**src/rtl/irq_seq_pkg.sv**
```systemverilog
package irq_seq_pkg;
   typedef enum logic [1:0] {
      SEQ_IDLE = 2'd0,
      SEQ_PUSH = 2'd1,
      SEQ_DONE = 2'd2
   } seq_state_t;
endpackage

```
**src/rtl/irq_prio_pick.sv**
```systemverilog
module irq_prio_pick #(
   parameter int N     = 8,
   parameter int IDX_W = 3
) (
   input  logic [N-1:0]     req,
   output logic             any,
   output logic [IDX_W-1:0] idx
);
   logic [N-1:0] below;   // bit i set when some lower bit is set

   assign below[0] = 1'b0;
   generate
      for (genvar g = 1; g < N; g++) begin : g_chain
         assign below[g] = below[g-1] | req[g-1];
      end
   endgenerate

   always_comb begin
      idx = '0;
      for (int i = 0; i < N; i++) begin
         if (req[i] && !below[i]) idx = IDX_W'(i);
      end
   end

   assign any = |req;
endmodule

```
**src/rtl/irq_vec_addr.sv**
```systemverilog
module irq_vec_addr #(
   parameter int IDX_W     = 3,
   parameter int PC_W      = 16,
   parameter bit LONG_JUMP = 1'b1
) (
   input  logic             is_rst,
   input  logic [IDX_W-1:0] idx,
   output logic [PC_W-1:0]  target
);
   localparam int VEC_W = IDX_W + 1;
   logic [VEC_W-1:0] vec;

   assign vec = is_rst ? '0 : (VEC_W'(idx) + VEC_W'(1));

   generate
      if (LONG_JUMP) begin : g_two_word
         assign target = PC_W'({vec, 1'b0});
      end else begin : g_one_word
         assign target = PC_W'(vec);
      end
   endgenerate
endmodule

```
**src/rtl/irq_push_ctrl.sv**
```systemverilog
module irq_push_ctrl #(
   parameter int PC_BYTES = 2,
   parameter int SP_W     = 16
) (
   input  logic                  clk,
   input  logic                  rst_n,
   input  logic                  start,
   input  logic [8*PC_BYTES-1:0] pc_in,
   input  logic [SP_W-1:0]       sp_in,
   output logic                  we,
   output logic                  last,
   output logic [SP_W-1:0]       addr,
   output logic [7:0]            data
);
   localparam int PC_W  = 8 * PC_BYTES;
   localparam int CNT_W = 2;

   logic [PC_W-1:0]  ret_q;
   logic [SP_W-1:0]  sp_q;
   logic [CNT_W-1:0] cnt_q;
   logic             act_q;

   always_ff @(posedge clk or negedge rst_n) begin
      if (!rst_n) begin
         ret_q <= '0;
         sp_q  <= '0;
         cnt_q <= '0;
         act_q <= 1'b0;
      end else if (start && !act_q) begin
         ret_q <= pc_in;
         sp_q  <= sp_in;
         cnt_q <= '0;
         act_q <= 1'b1;
      end else if (act_q) begin
         sp_q  <= sp_q - SP_W'(1);
         cnt_q <= cnt_q + CNT_W'(1);
         if (last) act_q <= 1'b0;
      end
   end

   generate
      if (PC_BYTES == 1) begin : g_single
         assign data = ret_q[7:0];
         assign last = act_q;
      end else begin : g_multi
         assign data = ret_q[8*cnt_q +: 8];
         assign last = act_q && (cnt_q == CNT_W'(PC_BYTES - 1));
      end
   endgenerate

   assign we   = act_q;
   assign addr = sp_q;

   // successive writes walk downward by one
   a_r6_addr_step: assert property (@(posedge clk) disable iff (!rst_n)
      (we && $past(we)) |-> (addr == $past(addr) - SP_W'(1)));
   // latched return address holds for the whole push
   a_r10_ret_held: assert property (@(posedge clk) disable iff (!rst_n)
      (we && $past(we)) |-> $stable(ret_q));
endmodule

```
**src/rtl/irq_entry_seq.sv**
```systemverilog
module irq_entry_seq
   import irq_seq_pkg::*;
#(
   parameter int NUM_SRC   = 8,
   parameter int PC_BYTES  = 2,
   parameter bit LONG_JUMP = 1'b1,
   parameter int SP_W      = 16
) (
   input  logic                  clk,
   input  logic                  rst_n,
   input  logic                  rst_req_i,
   input  logic [NUM_SRC-1:0]    pend_i,
   input  logic                  gie_i,
   input  logic [8*PC_BYTES-1:0] pc_i,
   input  logic [SP_W-1:0]       sp_i,
   output logic                  busy_o,
   output logic                  st_we_o,
   output logic [SP_W-1:0]       st_addr_o,
   output logic [7:0]            st_data_o,
   output logic                  done_o,
   output logic [8*PC_BYTES-1:0] new_pc_o,
   output logic [SP_W-1:0]       sp_new_o,
   output logic                  gie_clr_o,
   output logic [NUM_SRC-1:0]    pend_clr_o,
   output logic                  rst_ack_o
);
   localparam int PC_W  = 8 * PC_BYTES;
   localparam int IDX_W = (NUM_SRC > 1) ? $clog2(NUM_SRC) : 1;

   generate
      if (PC_BYTES < 1 || PC_BYTES > 3) begin : g_bad_pc
         $error("PC_BYTES must be 1, 2 or 3");
      end
      if (NUM_SRC < 1 || NUM_SRC > 32) begin : g_bad_src
         $error("NUM_SRC must lie in 1..32");
      end
      if (SP_W < 8 || SP_W > 32) begin : g_bad_sp
         $error("SP_W must lie in 8..32");
      end
   endgenerate

   seq_state_t       st_q;
   logic             pick_any;
   logic [IDX_W-1:0] pick_idx;
   logic             is_rst_q;
   logic [IDX_W-1:0] idx_q;
   logic             accept;
   logic             push_last;
   logic             push_we;

   irq_prio_pick #(.N(NUM_SRC), .IDX_W(IDX_W)) u_pick (
      .req (pend_i),
      .any (pick_any),
      .idx (pick_idx)
   );

   assign accept = (st_q == SEQ_IDLE) && gie_i && (rst_req_i || pick_any);

   always_ff @(posedge clk or negedge rst_n) begin
      if (!rst_n) begin
         st_q     <= SEQ_IDLE;
         is_rst_q <= 1'b0;
         idx_q    <= '0;
      end else begin
         case (st_q)
            SEQ_IDLE: if (accept) begin
               st_q     <= SEQ_PUSH;
               is_rst_q <= rst_req_i;
               idx_q    <= pick_idx;
            end
            SEQ_PUSH: if (push_last) st_q <= SEQ_DONE;
            default:  st_q <= SEQ_IDLE;
         endcase
      end
   end

   irq_push_ctrl #(.PC_BYTES(PC_BYTES), .SP_W(SP_W)) u_push (
      .clk   (clk),
      .rst_n (rst_n),
      .start (accept),
      .pc_in (pc_i),
      .sp_in (sp_i),
      .we    (push_we),
      .last  (push_last),
      .addr  (st_addr_o),
      .data  (st_data_o)
   );

   irq_vec_addr #(.IDX_W(IDX_W), .PC_W(PC_W), .LONG_JUMP(LONG_JUMP)) u_vec (
      .is_rst (is_rst_q),
      .idx    (idx_q),
      .target (new_pc_o)
   );

   assign st_we_o    = push_we;
   assign busy_o     = (st_q != SEQ_IDLE);
   assign done_o     = (st_q == SEQ_DONE);
   assign sp_new_o   = st_addr_o;
   assign gie_clr_o  = done_o;
   assign rst_ack_o  = done_o && is_rst_q;
   assign pend_clr_o = (done_o && !is_rst_q) ? (NUM_SRC'(1) << idx_q) : '0;

   // an entry only begins after the enable was seen high
   a_r1_gie_gate: assert property (@(posedge clk) disable iff (!rst_n)
      $rose(busy_o) |-> $past(gie_i));
   // nothing to serve keeps the sequencer idle
   a_r11_no_req_idle: assert property (@(posedge clk) disable iff (!rst_n)
      (!busy_o && !rst_req_i && pend_i == '0) |=> !busy_o);
   // at most one pending bit retired, and only at completion
   a_r4_one_clear: assert property (@(posedge clk) disable iff (!rst_n)
      $onehot0(pend_clr_o) && ((pend_clr_o != '0) -> done_o));
   // reset entry targets address zero and retires no source
   a_r2_reset_vec: assert property (@(posedge clk) disable iff (!rst_n)
      rst_ack_o |-> (new_pc_o == '0 && pend_clr_o == '0));
   // done is a single cycle following the last stack write
   a_r9_done_pulse: assert property (@(posedge clk) disable iff (!rst_n)
      done_o |-> ($past(push_last) && !st_we_o));
   a_r9_done_once: assert property (@(posedge clk) disable iff (!rst_n)
      done_o |=> !done_o);
   // writes never pause once started until the last one
   a_r7_no_gap: assert property (@(posedge clk) disable iff (!rst_n)
      (st_we_o && !push_last) |=> st_we_o);
endmodule

```
**config.mk**
```make
export PLATFORM = sky130hd
export DESIGN_NAME = irq_entry_seq
export DESIGN_NICKNAME = d
export VERILOG_FILES = /design/src/rtl/irq_seq_pkg.sv /design/src/rtl/irq_prio_pick.sv /design/src/rtl/irq_vec_addr.sv /design/src/rtl/irq_push_ctrl.sv /design/src/rtl/irq_entry_seq.sv
export SDC_FILE = /design/constraint.sdc
export NUM_CORES = 1
export LEC_CHECK = 0
export CAP_MARGIN = 30
export CELL_PAD_IN_SITES_DETAIL_PLACEMENT = 0
export CELL_PAD_IN_SITES_GLOBAL_PLACEMENT = 1
export CORE_ASPECT_RATIO = 0.8
export CORE_MARGIN = 3
export CORE_UTILIZATION = 32
export DETAILED_ROUTE_END_ITERATION = 6
export PLACE_DENSITY_LB_ADDON = 0.1
export SYNTH_ARGS = -nofsm -noshare
export SYNTH_HDL_FRONTEND = slang
export SYNTH_SLANG_ARGS = --single-unit
```
**constraint.sdc**
```tcl
create_clock -name clk -period 2.6 [get_ports clk]
set_input_delay 0.52 -clock clk [delete_from_list [all_inputs] [get_ports clk]]
set_output_delay 0.52 -clock clk [all_outputs]
set_load 0.01 [all_outputs]
```
==> flow_summary.json, run 1 <==
{
  "end_kind": "output port",
  "power.leakage_uw": 0.00166,
  "pin_count": 113,
  "skew_ns": 0.0104,
  "gp_congestion": 0.740,
  "r2r-start": "st_q[1]",
  "drtIter0Drc": 94,
  "r2r_end": "u_push.ret_q[2]",
  "grt_pass1_vias": 2281,
  "ant_nets": 0,
  "route.vias.total": 2396,
  "synth_cells": 290,
  "die_y_um": 88.9,
  "fin_hold_ws_ns": 0.120,
  "wl_per_cell_um": 14.5,
  "clkLatencyLatePin_ns": 0.29,
  "rrSetupSlack_ns": 0.67,
  "synthToLayoutAreaGrowth_pct": 42.3,
  "synthFlopType": "dfrtp_1",
  "cts_tree": "yes",
  "vdd_drop_max_mv": 0.433,
  "rows": 29,
  "routed_wl_um": 7140,
  "status": "complete, no violations",
  "avgViaCountPerCell": 4.88,
  "min_period_ns": 2.45,
  "rsz0062_at_grt": "no",
  "final_cell_mix": "99 x clkdlybuf4s50_1, 41 x dfrtp_1, 21 x nand2_1",
  "firstDrtPassIters": 4,
  "cts_hold_buf": 0,
  "grt_pass1_wl_um": 11500,
  "die_w_um": 110,
  "final_hold_viol_count": 0,
  "cp-start-kind": "flip-flop",
  "antennaDiodeCount": 0,
  "drive_gt1_share_pct": 12.5,
  "synthArstFlopShare_pct": 100,
  "ys_ff_latch": 41,
  "initial_core_util_pct": 33.9,
  "port-buffer-count": 100,
  "synth-seq-area-share_pct": 37.3,
  "layout.nets": 434,
  "maxCapViolations": 0,
  "cts.sinks": 41,
  "hold_class": "primary input to asynchronous set/reset pin",
  "finalSetupViolCount": 0,
  "cts_buffers": 5,
  "worstMarginPinSlew_ns": 0.556,
  "drc_errors": 0,
  "fin_crit_sh_pct": 94.3,
  "required_ns": 2.08,
  "overflow": 0,
  "fin_tns_setup_ns": 0,
  "arrival_ns": 1.93,
  "dieArea_sq_um": 9750,
  "mostFrequentLayoutCell": "clkdlybuf4s50_1",
  "grtUsageTotal_pct": 15.0,
  "slew_violations": 0,
  "htree_num_levels": 2,
  "cts-root-buf": "clkbuf_8",
  "worstSetupPathType": "flip-flop to output port",
  "synth_edf_count": 0,
  "antenna_found_initial": 0,
  "slew_headroom_pct": 62.0,
  "grt_max_degree": 21,
  "synth_area_sq_um": 2750,
  "cts_buffer_depth": 2,
  "fmax_mhz": 408,
  "dp_hpwl_um": 5390,
  "fillers": 807,
  "power.density_nw_per_um2": 1090,
  "r2r_cells": 5,
  "cp_max_fo": 8,
  "synth.avg_cell_area_sq_um": 9.49,
  "yosys_warnings": 0,
  "core_area_sq_um": 8130,
  "synth.distinct_cells": 43,
  "path_clk_slew_ns": 0.09
}
-- flip-flops by register name, summed over array words and instances (netlist names) --
name,flops
u_push.cnt_q,2
u_push.we,1
is_rst_q,1
u_push.ret_q,16
st_q,2
idx_q,3
u_push.addr,16
-- through the flow --
stage          setup WS, ns  area (sq um)  util, %  power [uW]  instances
6_report              0.148          3920     48.2        4280        491
5_1_grt             0.00354          3920     48.2        4650        491
4_1_cts              0.0674          3910     48.1        4340        491
3_5_place_dp         0.0223          3770     46.4        3700        483
3_3_place_gp         0.0624          3770     46.4        3680        483
2_1_floorplan         0.397          2790        -        2720        301
-- cell type report --
cell class	count	area [sq um]	area share [%]
clock inverters	3	65.1	1.66
repair buffers	119	1140	29.1
inverters	7	26.3	0.671
well taps	108	135	3.45
multi-input cells	208	1460	37.2
clock buffers	5	68.8	1.76
flip-flops and latches	41	1030	26.2
-- cell families (layout without fill, tap and decap cells) --
family          Yosys count  count (layout)  share of synthesized area, %
other cells               1              12                         0.136
simple gates             94              94                          18.1
buf+inv                  52             134                          11.6
flops                    41              41                          37.3
compound gates           56              56                          13.9
mux                      27              27                          11.9
xor+xnor                 11              11                          3.50
fa+ha+maj                 8               8                          3.64
-- worst max path at each step --
stage / startpoint / to / slack (ns) / depth (start not counted)
floorplan: pend_i[1] / u_push.ret_q[10] / 0.40 / 6
global placement: pend_i[0] / u_push.ret_q[9] / 0.06 / 5
detailed placement: pend_i[0] / u_push.addr[5] / 0.02 / 6
CTS: st_q[1] / pend_clr_o[4] / 0.07 / 4
global route: st_q[1] / pend_clr_o[1] / 0.004 / 4
finish: st_q[1] / pend_clr_o[4] / 0.15 / 4
-- critical path, stage by stage (launching register included) --
cell             delay [ns]
dfrtp_1                0.42
nor2b_1                0.27
nor2b_4                0.25
and3_1                 0.18
clkdlybuf4s50_1        0.54
-- cells in the mapped netlist, types with 2 or more instances --
cell type / number / share of area, %
dfrtp_1: 41 / 37
buf_4: 29 / 7.9
nand2_1: 21 / 2.9
nor2_1: 19 / 2.6
a21oi_1: 12 / 2.2
mux2i_1: 11 / 4.0
nor4_1: 11 / 2.5
o21ai_0: 11 / 2.0
mux2_4: 10 / 5.5
a22oi_1: 8 / 2.2
ha_1: 8 / 3.6
and3_1: 7 / 1.6
clkbuf_1: 7 / 0.96
inv_1: 7 / 0.96
mux2_2: 6 / 2.5
xnor2_1: 6 / 1.9
a2111oi_0: 5 / 1.6
a211oi_1: 5 / 1.4
a21o_1: 5 / 1.4
buf_2: 5 / 0.91
nand3_1: 5 / 0.91
nor2b_1: 5 / 1.1
nor3_1: 5 / 0.91
or4_1: 5 / 1.4
xor2_1: 5 / 1.6
nand4_1: 4 / 0.91
o31ai_1: 4 / 1.1
and2_1: 3 / 0.68
buf_1: 3 / 0.41
nor3b_1: 3 / 0.82
a31oi_1: 2 / 0.45
-- routing by layer --
layer  global-route usage [%]  part of all wire [%]  vias to the layer above
met5                        0                     0                        -
met4                     3.40                  0.73                        0
met3                     4.26                   7.1                        5
met2                     22.3                    45                       82
met1                     21.6                    47                     1120
li1                         -                     -                     1189
-- timing repair --
item,4_1_cts,5_1_grt
setup endpoints to repair,6,8
cloned,0,0
resized for setup,1,1
buffers inserted,0,0
-- where the power goes --
group	switching [uW]	internal [uW]	total, uW	leakage [uW]
Clock	231	382	612	0.0000681
Sequential	436	947	1380	0.000491
Combinational	948	1340	2290	0.00110
Total	1610	2670	4280	0.00166
(Power assumes the default switching activity.)
==> run 2: changes to the inputs <==
- TNS_END_PERCENT: not set -> 5
==> results of run 2 <==
Same layout as run 1: the final DEF is identical, and so are final timing and power.
